--- src/rtl/duart_pkg.sv ---
package duart_pkg;
  localparam int REG_W = 8;
  localparam int ADDR_W = 3;
  localparam int NUM_CH = 2;
  localparam int AFR_W = 3;
  localparam int DLAB_BIT = 7;
  localparam int CNT_SEL_BIT = 7;
  localparam int SWAP_BIT = 6;
  localparam logic [REG_W-1:0] DEV_ID = 8'h0A;
  localparam logic [REG_W-1:0] DEV_REV = 8'h01;
  localparam logic [REG_W-1:0] LCR_ENH = 8'hBF;

  typedef enum logic [ADDR_W-1:0] {
    A_DATA = 3'd0, A_IER = 3'd1, A_FIFO = 3'd2, A_LCR = 3'd3,
    A_FCTR = 3'd4, A_TRG = 3'd5, A_SPARE = 3'd6, A_SCR = 3'd7
  } regAddr_t;

  typedef enum logic [3:0] {
    RD_ZERO, RD_DATA, RD_IER, RD_FIFO, RD_LCR, RD_FCTR, RD_DLL,
    RD_DLM, RD_ID, RD_REV, RD_AFR, RD_COUNT, RD_SCR
  } rdSel_t;

  typedef struct packed {
    logic data;
    logic ier;
    logic fifo;
    logic lcr;
    logic fctr;
    logic dll;
    logic dlm;
    logic scr;
    logic trgRx;
    logic trgTx;
  } chanWr_t;

  typedef struct packed {
    logic [REG_W-1:0] lcr;
    logic dlZero;
    logic cntTx;
    logic cntSwap;
  } chanStat_t;
endpackage

--- src/rtl/duart_ctrl.sv ---
module duart_ctrl
  import duart_pkg::*;
(
  input  logic                      wrStrobe,
  input  logic                      rdStrobe,
  input  logic                      chanSel,
  input  logic [ADDR_W-1:0]         busAddr,
  input  logic                      concWr,
  input  chanStat_t [NUM_CH-1:0]    stat,
  output chanWr_t   [NUM_CH-1:0]    wrCmd,
  output logic                      afrWr,
  output logic                      rdEn,
  output logic                      rdChan,
  output rdSel_t                    rdSel
);
  regAddr_t addr;
  logic [NUM_CH-1:0] afrHit;

  assign addr = regAddr_t'(busAddr);

  // Per-channel write decode; each channel applies its own line control state
  for (genvar c = 0; c < NUM_CH; c++) begin : g_dec
    logic dlab;
    logic enh;
    logic hit;
    logic afrLoc;
    chanWr_t cmd;

    assign dlab = stat[c].lcr[DLAB_BIT];
    assign enh  = (stat[c].lcr == LCR_ENH);
    assign hit  = wrStrobe && (concWr || (chanSel == 1'(c)));

    always_comb begin
      cmd = '0;
      afrLoc = 1'b0;
      if (hit) begin
        case (addr)
          A_DATA:  if (dlab) cmd.dll = 1'b1; else cmd.data = 1'b1;
          A_IER:   if (dlab) cmd.dlm = 1'b1; else cmd.ier = 1'b1;
          A_FIFO:  if (dlab) afrLoc = 1'b1; else cmd.fifo = 1'b1;
          A_LCR:   cmd.lcr = 1'b1;
          A_FCTR:  cmd.fctr = 1'b1;
          A_TRG: begin
            if (enh) begin
              if (stat[c].cntTx) cmd.trgTx = 1'b1;
              else cmd.trgRx = 1'b1;
            end
          end
          A_SCR:   cmd.scr = 1'b1;
          default: ;
        endcase
      end
    end

    assign wrCmd[c]  = cmd;
    assign afrHit[c] = afrLoc;
  end

  assign afrWr  = |afrHit;
  assign rdEn   = rdStrobe;
  assign rdChan = chanSel;

  // Read decode always follows the selected channel
  logic rdDlab;
  logic rdEnh;
  logic rdZero;
  logic rdSwap;
  assign rdDlab = stat[chanSel].lcr[DLAB_BIT];
  assign rdEnh  = (stat[chanSel].lcr == LCR_ENH);
  assign rdZero = stat[chanSel].dlZero;
  assign rdSwap = stat[chanSel].cntSwap;

  always_comb begin
    rdSel = RD_ZERO;
    case (addr)
      A_DATA: begin
        if (!rdDlab) rdSel = RD_DATA;
        else if (rdZero) rdSel = RD_ID;
        else rdSel = RD_DLL;
      end
      A_IER: begin
        if (!rdDlab) rdSel = RD_IER;
        else if (rdZero) rdSel = RD_REV;
        else rdSel = RD_DLM;
      end
      A_FIFO:  rdSel = rdDlab ? RD_AFR : RD_FIFO;
      A_LCR:   rdSel = RD_LCR;
      A_FCTR:  rdSel = RD_FCTR;
      A_TRG:   rdSel = rdEnh ? RD_COUNT : RD_ZERO;
      A_SPARE: rdSel = RD_ZERO;
      A_SCR:   rdSel = rdSwap ? RD_COUNT : RD_SCR;
      default: rdSel = RD_ZERO;
    endcase
  end
endmodule

--- src/rtl/duart_chanregs.sv ---
module duart_chanregs
  import duart_pkg::*;
(
  input  logic             clk,
  input  logic             rst,
  input  chanWr_t          wr,
  input  logic [REG_W-1:0] wdata,
  output logic [REG_W-1:0] datQ,
  output logic [REG_W-1:0] ierQ,
  output logic [REG_W-1:0] fifoQ,
  output logic [REG_W-1:0] lcrQ,
  output logic [REG_W-1:0] fctrQ,
  output logic [REG_W-1:0] dllQ,
  output logic [REG_W-1:0] dlmQ,
  output logic [REG_W-1:0] scrQ,
  output logic [REG_W-1:0] rxTrgQ,
  output logic [REG_W-1:0] txTrgQ
);
  always_ff @(posedge clk) begin
    if (rst) begin
      datQ   <= '0;
      ierQ   <= '0;
      fifoQ  <= '0;
      lcrQ   <= '0;
      fctrQ  <= '0;
      dllQ   <= '0;
      dlmQ   <= '0;
      scrQ   <= '0;
      rxTrgQ <= '0;
      txTrgQ <= '0;
    end else begin
      if (wr.data)  datQ   <= wdata;
      if (wr.ier)   ierQ   <= wdata;
      if (wr.fifo)  fifoQ  <= wdata;
      if (wr.lcr)   lcrQ   <= wdata;
      if (wr.fctr)  fctrQ  <= wdata;
      if (wr.dll)   dllQ   <= wdata;
      if (wr.dlm)   dlmQ   <= wdata;
      if (wr.scr)   scrQ   <= wdata;
      if (wr.trgRx) rxTrgQ <= wdata;
      if (wr.trgTx) txTrgQ <= wdata;
    end
  end
endmodule

--- src/rtl/duart_dpath.sv ---
module duart_dpath
  import duart_pkg::*;
#(
  parameter int CNT_W = 7
) (
  input  logic                             clk,
  input  logic                             rst,
  input  chanWr_t [NUM_CH-1:0]             wrCmd,
  input  logic                             afrWr,
  input  logic [REG_W-1:0]                 wdata,
  input  logic                             rdEn,
  input  logic                             rdChan,
  input  rdSel_t                           rdSel,
  input  logic [NUM_CH-1:0][CNT_W-1:0]     rxCnt,
  input  logic [NUM_CH-1:0][CNT_W-1:0]     txCnt,
  input  logic [NUM_CH-1:0]                op2Bit,
  input  logic [NUM_CH-1:0]                baudClk,
  input  logic [NUM_CH-1:0]                rxReady,
  output chanStat_t [NUM_CH-1:0]           stat,
  output logic [AFR_W-1:0]                 afrQ,
  output logic [NUM_CH-1:0]                mfPinN,
  output logic [NUM_CH-1:0][REG_W-1:0]     rxTrig,
  output logic [NUM_CH-1:0][REG_W-1:0]     txTrig,
  output logic [REG_W-1:0]                 rdata
);
  localparam int PAD_W = REG_W - CNT_W;
  localparam int AFR_PAD = REG_W - AFR_W;

  logic [NUM_CH-1:0][REG_W-1:0] datR, ierR, fifoR, lcrR, fctrR, dllR, dlmR, scrR;
  logic [NUM_CH-1:0][REG_W-1:0] cntSel;
  logic [REG_W-1:0] rdNext;

  for (genvar c = 0; c < NUM_CH; c++) begin : g_ch
    duart_chanregs u_regs (
      .clk    (clk),
      .rst    (rst),
      .wr     (wrCmd[c]),
      .wdata  (wdata),
      .datQ   (datR[c]),
      .ierQ   (ierR[c]),
      .fifoQ  (fifoR[c]),
      .lcrQ   (lcrR[c]),
      .fctrQ  (fctrR[c]),
      .dllQ   (dllR[c]),
      .dlmQ   (dlmR[c]),
      .scrQ   (scrR[c]),
      .rxTrgQ (rxTrig[c]),
      .txTrgQ (txTrig[c])
    );

    assign stat[c] = {lcrR[c], (dllR[c] == '0) && (dlmR[c] == '0),
                      fctrR[c][CNT_SEL_BIT], fctrR[c][SWAP_BIT]};

    assign cntSel[c] = fctrR[c][CNT_SEL_BIT] ? {{PAD_W{1'b0}}, txCnt[c]}
                                             : {{PAD_W{1'b0}}, rxCnt[c]};

    // Active-low pin function select, shared selector for both channels
    always_comb begin
      case (afrQ[2:1])
        2'b00:   mfPinN[c] = ~op2Bit[c];
        2'b01:   mfPinN[c] = ~baudClk[c];
        2'b11:   mfPinN[c] = ~rxReady[c];
        default: mfPinN[c] = 1'b1;
      endcase
    end
  end

  always_ff @(posedge clk) begin
    if (rst) afrQ <= '0;
    else if (afrWr) afrQ <= wdata[AFR_W-1:0];
  end

  always_comb begin
    case (rdSel)
      RD_DATA:  rdNext = datR[rdChan];
      RD_IER:   rdNext = ierR[rdChan];
      RD_FIFO:  rdNext = fifoR[rdChan];
      RD_LCR:   rdNext = lcrR[rdChan];
      RD_FCTR:  rdNext = fctrR[rdChan];
      RD_DLL:   rdNext = dllR[rdChan];
      RD_DLM:   rdNext = dlmR[rdChan];
      RD_ID:    rdNext = DEV_ID;
      RD_REV:   rdNext = DEV_REV;
      RD_AFR:   rdNext = {{AFR_PAD{1'b0}}, afrQ};
      RD_COUNT: rdNext = cntSel[rdChan];
      RD_SCR:   rdNext = scrR[rdChan];
      default:  rdNext = '0;
    endcase
  end

  always_ff @(posedge clk) begin
    if (rst) rdata <= '0;
    else if (rdEn) rdata <= rdNext;
  end
endmodule

--- src/rtl/duart_regfront.sv ---
module duart_regfront
  import duart_pkg::*;
#(
  parameter int CNT_W = 7
) (
  input  logic                 clk,
  input  logic                 rst,
  input  logic                 chanSel,
  input  logic [ADDR_W-1:0]    busAddr,
  input  logic [REG_W-1:0]     busWdata,
  input  logic                 wrStrobe,
  input  logic                 rdStrobe,
  output logic [REG_W-1:0]     busRdata,
  input  logic [CNT_W-1:0]     rxCountA,
  input  logic [CNT_W-1:0]     txCountA,
  input  logic [CNT_W-1:0]     rxCountB,
  input  logic [CNT_W-1:0]     txCountB,
  input  logic [NUM_CH-1:0]    op2Bit,
  input  logic [NUM_CH-1:0]    baudClk,
  input  logic [NUM_CH-1:0]    rxReady,
  output logic [NUM_CH-1:0]    mfPinN,
  output logic [REG_W-1:0]     rxTrigA,
  output logic [REG_W-1:0]     txTrigA,
  output logic [REG_W-1:0]     rxTrigB,
  output logic [REG_W-1:0]     txTrigB
);
  chanStat_t [NUM_CH-1:0] chanStat;
  chanWr_t   [NUM_CH-1:0] wrCmd;
  logic [AFR_W-1:0] afrQ;
  logic afrWr, rdEn, rdChan;
  rdSel_t rdSel;
  logic [NUM_CH-1:0][REG_W-1:0] rxTrig, txTrig;

  duart_ctrl u_ctrl (
    .wrStrobe (wrStrobe),
    .rdStrobe (rdStrobe),
    .chanSel  (chanSel),
    .busAddr  (busAddr),
    .concWr   (afrQ[0]),
    .stat     (chanStat),
    .wrCmd    (wrCmd),
    .afrWr    (afrWr),
    .rdEn     (rdEn),
    .rdChan   (rdChan),
    .rdSel    (rdSel)
  );

  duart_dpath #(.CNT_W(CNT_W)) u_dpath (
    .clk     (clk),
    .rst     (rst),
    .wrCmd   (wrCmd),
    .afrWr   (afrWr),
    .wdata   (busWdata),
    .rdEn    (rdEn),
    .rdChan  (rdChan),
    .rdSel   (rdSel),
    .rxCnt   ({rxCountB, rxCountA}),
    .txCnt   ({txCountB, txCountA}),
    .op2Bit  (op2Bit),
    .baudClk (baudClk),
    .rxReady (rxReady),
    .stat    (chanStat),
    .afrQ    (afrQ),
    .mfPinN  (mfPinN),
    .rxTrig  (rxTrig),
    .txTrig  (txTrig),
    .rdata   (busRdata)
  );

  assign rxTrigA = rxTrig[0];
  assign txTrigA = txTrig[0];
  assign rxTrigB = rxTrig[1];
  assign txTrigB = txTrig[1];
endmodule

--- config.mk ---
export PLATFORM = sky130hd
export DESIGN_NAME = duart_regfront
export DESIGN_NICKNAME = d
export VERILOG_FILES = /design/src/rtl/duart_pkg.sv /design/src/rtl/duart_ctrl.sv /design/src/rtl/duart_chanregs.sv /design/src/rtl/duart_dpath.sv /design/src/rtl/duart_regfront.sv
export SDC_FILE = /design/constraint.sdc
export NUM_CORES = 1
export LEC_CHECK = 0
export BUFFER_PORTS_ARGS = -buffer_cell sky130_fd_sc_hd__buf_2
export CORE_ASPECT_RATIO = 0.9
export CORE_UTILIZATION = 40
export DETAILED_ROUTE_END_ITERATION = 10
export SETUP_SLACK_MARGIN = 0.2
export SYNTH_ARGS = -nofsm -noshare
export SYNTH_HDL_FRONTEND = slang
export SYNTH_SLANG_ARGS = --single-unit
--- constraint.sdc ---
create_clock -name clk -period 2.7 [get_ports clk]
set_input_delay 0.405 -clock clk [delete_from_list [all_inputs] [get_ports clk]]
set_output_delay 0.405 -clock clk [all_outputs]
set_load 0.02 [all_outputs]
==> run summary <==
In the synthesized netlist the dominant register cell turns out to be sky130_fd_sc_hd__dfxtp_1. Die width: 152 um. Setup repair after global routing could not meet its margin everywhere. The run gives 968 as the net count after synthesis. The synthesized design contains 171 register bits. Sequential cells were found to cover 42.5% of the synthesized design area. The tools report the reg-to-reg startpoint as u_dpath.g_ch[0].u_regs.dllQ[6]. Measured on the finished design, the core utilization comes to 50.0%. The endpoint identified for the worst register-to-register timing path is u_dpath.rdata[0]. The number of H-tree levels was 4. For this design the ratio of total power to cell area is 579 nW/um2. The top cell types in the final layout, fill and taps aside, are sky130_fd_sc_hd__dfxtp_1, sky130_fd_sc_hd__mux2i_1, sky130_fd_sc_hd__nand2_1, sky130_fd_sc_hd__nor2_1, sky130_fd_sc_hd__a21oi_1. The tools report the worst clock skew as 10.4 ps.

The total count of max-transition violations in the final report is 0, and the TritonCTS sink count is 171. The library cell used most frequently in the layout, excluding fill and tap cells, is sky130_fd_sc_hd__dfxtp_1. The logs give 120 ps for the reg-to-reg setup timing slack and 1,236 for the number of placed instances with taps included. The routed layout has 7,201 vias.

Max-cap violations in this run came to 0. The number of cells on the worst hold path came out at 2. The number of fillers in the final layout is 1,883, and the peak supply drop is 0.371 mV. The critical path endpoint category was a flip-flop. The via count of the first global-routing pass was 6,644; the transition time at the pin with the least slew margin was 733 ps. For the final weighted congestion in routability-driven placement, the log shows 0.931. Counting flops with a built-in enable in the synthesized netlist gives 0. The run gives 25,600 um as the total wirelength of the detailed-routed design. For this design the top-level I/O count stands at 92. For this run, the top clock speed supported by timing is 388 MHz. The first global-routing pass estimated 38,800 um of wire. The setup-violating endpoint count in the final report came out at 0.

The via count normalized by instance count is 5.66, and the final net count is 1,060. In this run the mean area of a mapped cell was 8.78 um2. For the count of standard-cell rows, the log shows 48. For hold timing, the worst endpoint is u_dpath.g_ch[1].u_regs.txTrgQ[5]. The pre-antenna-repair detailed-routing pass consisted of 5 iterations. The worst pin sits at a relative slew slack of 51.1%. The logs give 0 for the post-cts hold buffer count and 440 ps for the clock network latency to the later pin of the worst-skew pair. The detail-routed net length per standard cell is 20.1 um, and the HPWL after detailed placement is 17,200 um. The critical path arrival is 2860 ps, and the final critical-path required period is 2580 ps. Count of input and output buffers: 91. Synthesis-to-finish area growth: 20.8%. The mapped netlist covers 8060 um2. Counting along the longest clock path gives a buffer depth of 2. The core region is 19,500 um2. From bottom edge to top edge, the die measures 137 um. For this run, the number of standard cells in the final layout without fillers is 1,273. In this run the worst path has a maximum fanout of 8.

During synthesis, Yosys emitted a total of 0 warnings. Global routing used 25.3% of the available tracks. The number of antenna diodes in the final layout is 0. The final critical path takes up 95.4% of the cycle. The tools report the largest net degree at the start of global routing as 61. In this run the static leakage power is 3.80 nW. The number of hold violations in the final report is 0, and the fraction of final layout cells with drive strength greater than 1 is 23.9%. The startpoint type of the worst setup path is a flip-flop. Data on the critical path is required at its endpoint by 2990 ps.

For the remaining routing DRC violations, the log shows 0. The number of clock buffers added by TritonCTS is 17. The worst hold path begins at u_dpath.g_ch[1].u_regs.txTrgQ[5].

The total congestion overflow came out at 0. For this configuration, the core starts out at a cell density of 41.4%. The area of the die was 20,700 um2; the count of nets left with antenna violations after detail routing was 0. The post-CTS clock slew at the launch and capture registers of the worst setup and hold paths works out to 70 ps. The run gives 918 as the number of instances in the synthesized netlist. The post-synthesis async set-or-reset flop share came out at 0%. The initial antenna violation count came out at 0. Classification of the worst-slack hold path: reg2reg.

The worst register-to-register path has a depth of 8. Number of DRC violations after detailed-routing iteration 0: 643. TritonCTS built the clock tree.

The number of different library cells in the post-synthesis netlist was 64. The critical path in this run is classified as reg2reg. Setup total negative slack on the finished layout was measured at 0 ps.

Cell at the root of the clock tree: sky130_fd_sc_hd__clkbuf_16. The flow ran to the end, and the final reports show no timing, DRC or antenna violations.
## through the flow
step	power, mW	area [um2]	hold WS, ps	setup slack, ps
after global placement	3.04	8960	437	-43.8
after detailed placement	3.04	8960	440	-75.8
after CTS	5.66	9660	450	127
after floorplan	2.87	8060	432	203
final	5.64	9730	448	124
after global routing	5.79	9730	472	3.46
## synth_stat cells, drive strengths merged (2+ instances only)
master / number / share of area [%]
dfxtp: 171 / 42
mux2i: 118 / 15
nand2: 118 / 5.6
nor2: 115 / 5.4
a21oi: 91 / 5.7
clkbuf: 59 / 2.8
nand3: 52 / 3.2
o21ai: 29 / 1.8
mux2: 27 / 3.8
buf: 16 / 0.99
nor2b: 12 / 0.93
nor3: 9 / 0.75
o22ai: 9 / 0.70
a211oi: 8 / 0.75
mux4: 8 / 2.4
a221oi: 7 / 0.76
o221ai: 6 / 0.73
a311oi: 4 / 0.43
and2: 4 / 0.31
nor4: 4 / 0.57
o211ai: 4 / 0.43
or4: 4 / 0.42
a31oi: 3 / 0.23
a32oi: 3 / 0.33
inv: 3 / 0.14
nand4: 3 / 0.23
nor4b: 3 / 0.67
or2: 3 / 0.23
or3: 3 / 0.23
a211o: 2 / 0.23
a21boi: 2 / 0.19
nand2b: 2 / 0.16
nand3b: 2 / 0.19
nand4b: 2 / 0.22
## sequential cells by signal (all words and copies together) (netlist names)
register	count
u_dpath.afrQ	3
u_dpath.g_ch.u_regs.datQ	16
u_dpath.g_ch.u_regs.dllQ	16
u_dpath.g_ch.u_regs.dlmQ	16
u_dpath.g_ch.u_regs.fctrQ	16
u_dpath.g_ch.u_regs.fifoQ	16
u_dpath.g_ch.u_regs.ierQ	16
u_dpath.g_ch.u_regs.lcrQ	16
u_dpath.g_ch.u_regs.rxTrgQ	16
u_dpath.g_ch.u_regs.scrQ	16
u_dpath.g_ch.u_regs.txTrgQ	16
u_dpath.rdata	8
## worst max-delay path by stage
stage / startpoint / to / depth (start not counted)
global route: u_dpath.g_ch[0].u_regs.dllQ[6] / u_dpath.rdata[3] / 8
CTS: u_dpath.g_ch[0].u_regs.dlmQ[2] / u_dpath.rdata[2] / 7
detailed placement: chanSel / u_dpath.rdata[2] / 9
floorplan: chanSel / u_dpath.rdata[2] / 9
global placement: chanSel / u_dpath.rdata[2] / 9
finish: u_dpath.g_ch[0].u_regs.dllQ[6] / u_dpath.rdata[0] / 8
## critical path, stage by stage (launching register included)
cell                       delay (ps)
sky130_fd_sc_hd__dfxtp_2          330
sky130_fd_sc_hd__or4_4            540
sky130_fd_sc_hd__nor4_4           270
sky130_fd_sc_hd__a22o_4           220
sky130_fd_sc_hd__o221ai_4         110
sky130_fd_sc_hd__buf_6            150
sky130_fd_sc_hd__o41a_1           570
sky130_fd_sc_hd__nor2_1           160
sky130_fd_sc_hd__a311oi_1          60
## what timing repair did
item                       4_1_cts  5_1_grt
setup buffers                    2        3
gates resized for setup         13        8
pin swaps                        9       14
setup endpoints to repair        8        8
## final cells by class
| class | count | area [um2] | share of cell area [%] |
|---|---|---|---|
| clock buffer | 19 | 433 | 4.45 |
| clock inverter | 13 | 190 | 1.95 |
| inverter | 3 | 11.3 | 0.116 |
| multi-input combinational | 669 | 4410 | 45.3 |
| sequential | 171 | 3430 | 35.2 |
| tap | 250 | 313 | 3.21 |
| timing repair buffer | 148 | 946 | 9.72 |
## routing by layer
metal	track usage [%]	wire length, um	part of all wire, %
met1	36.4	12000	47
met5	0	0	0
met3	5.13	1730	6.8
met4	6.33	323	1.3
met2	38.2	11600	45
## cell families after synthesis
kind of cell / share of synthesized area [%]
DFF: 42.5
AOI/OAI and AO/OA: 13.2
muxes: 20.9
buffers and inverters: 3.90
and+or+nand+nor: 19.5
## power breakdown
| part | internal, mW | switching (mW) | total [mW] |
|---|---|---|---|
| clock | 1.56 | 1.07 | 2.63 |
| combinational | 0.162 | 0.289 | 0.452 |
| sequential | 2.54 | 0.0135 | 2.55 |
Power figures use the tool's default switching activity.
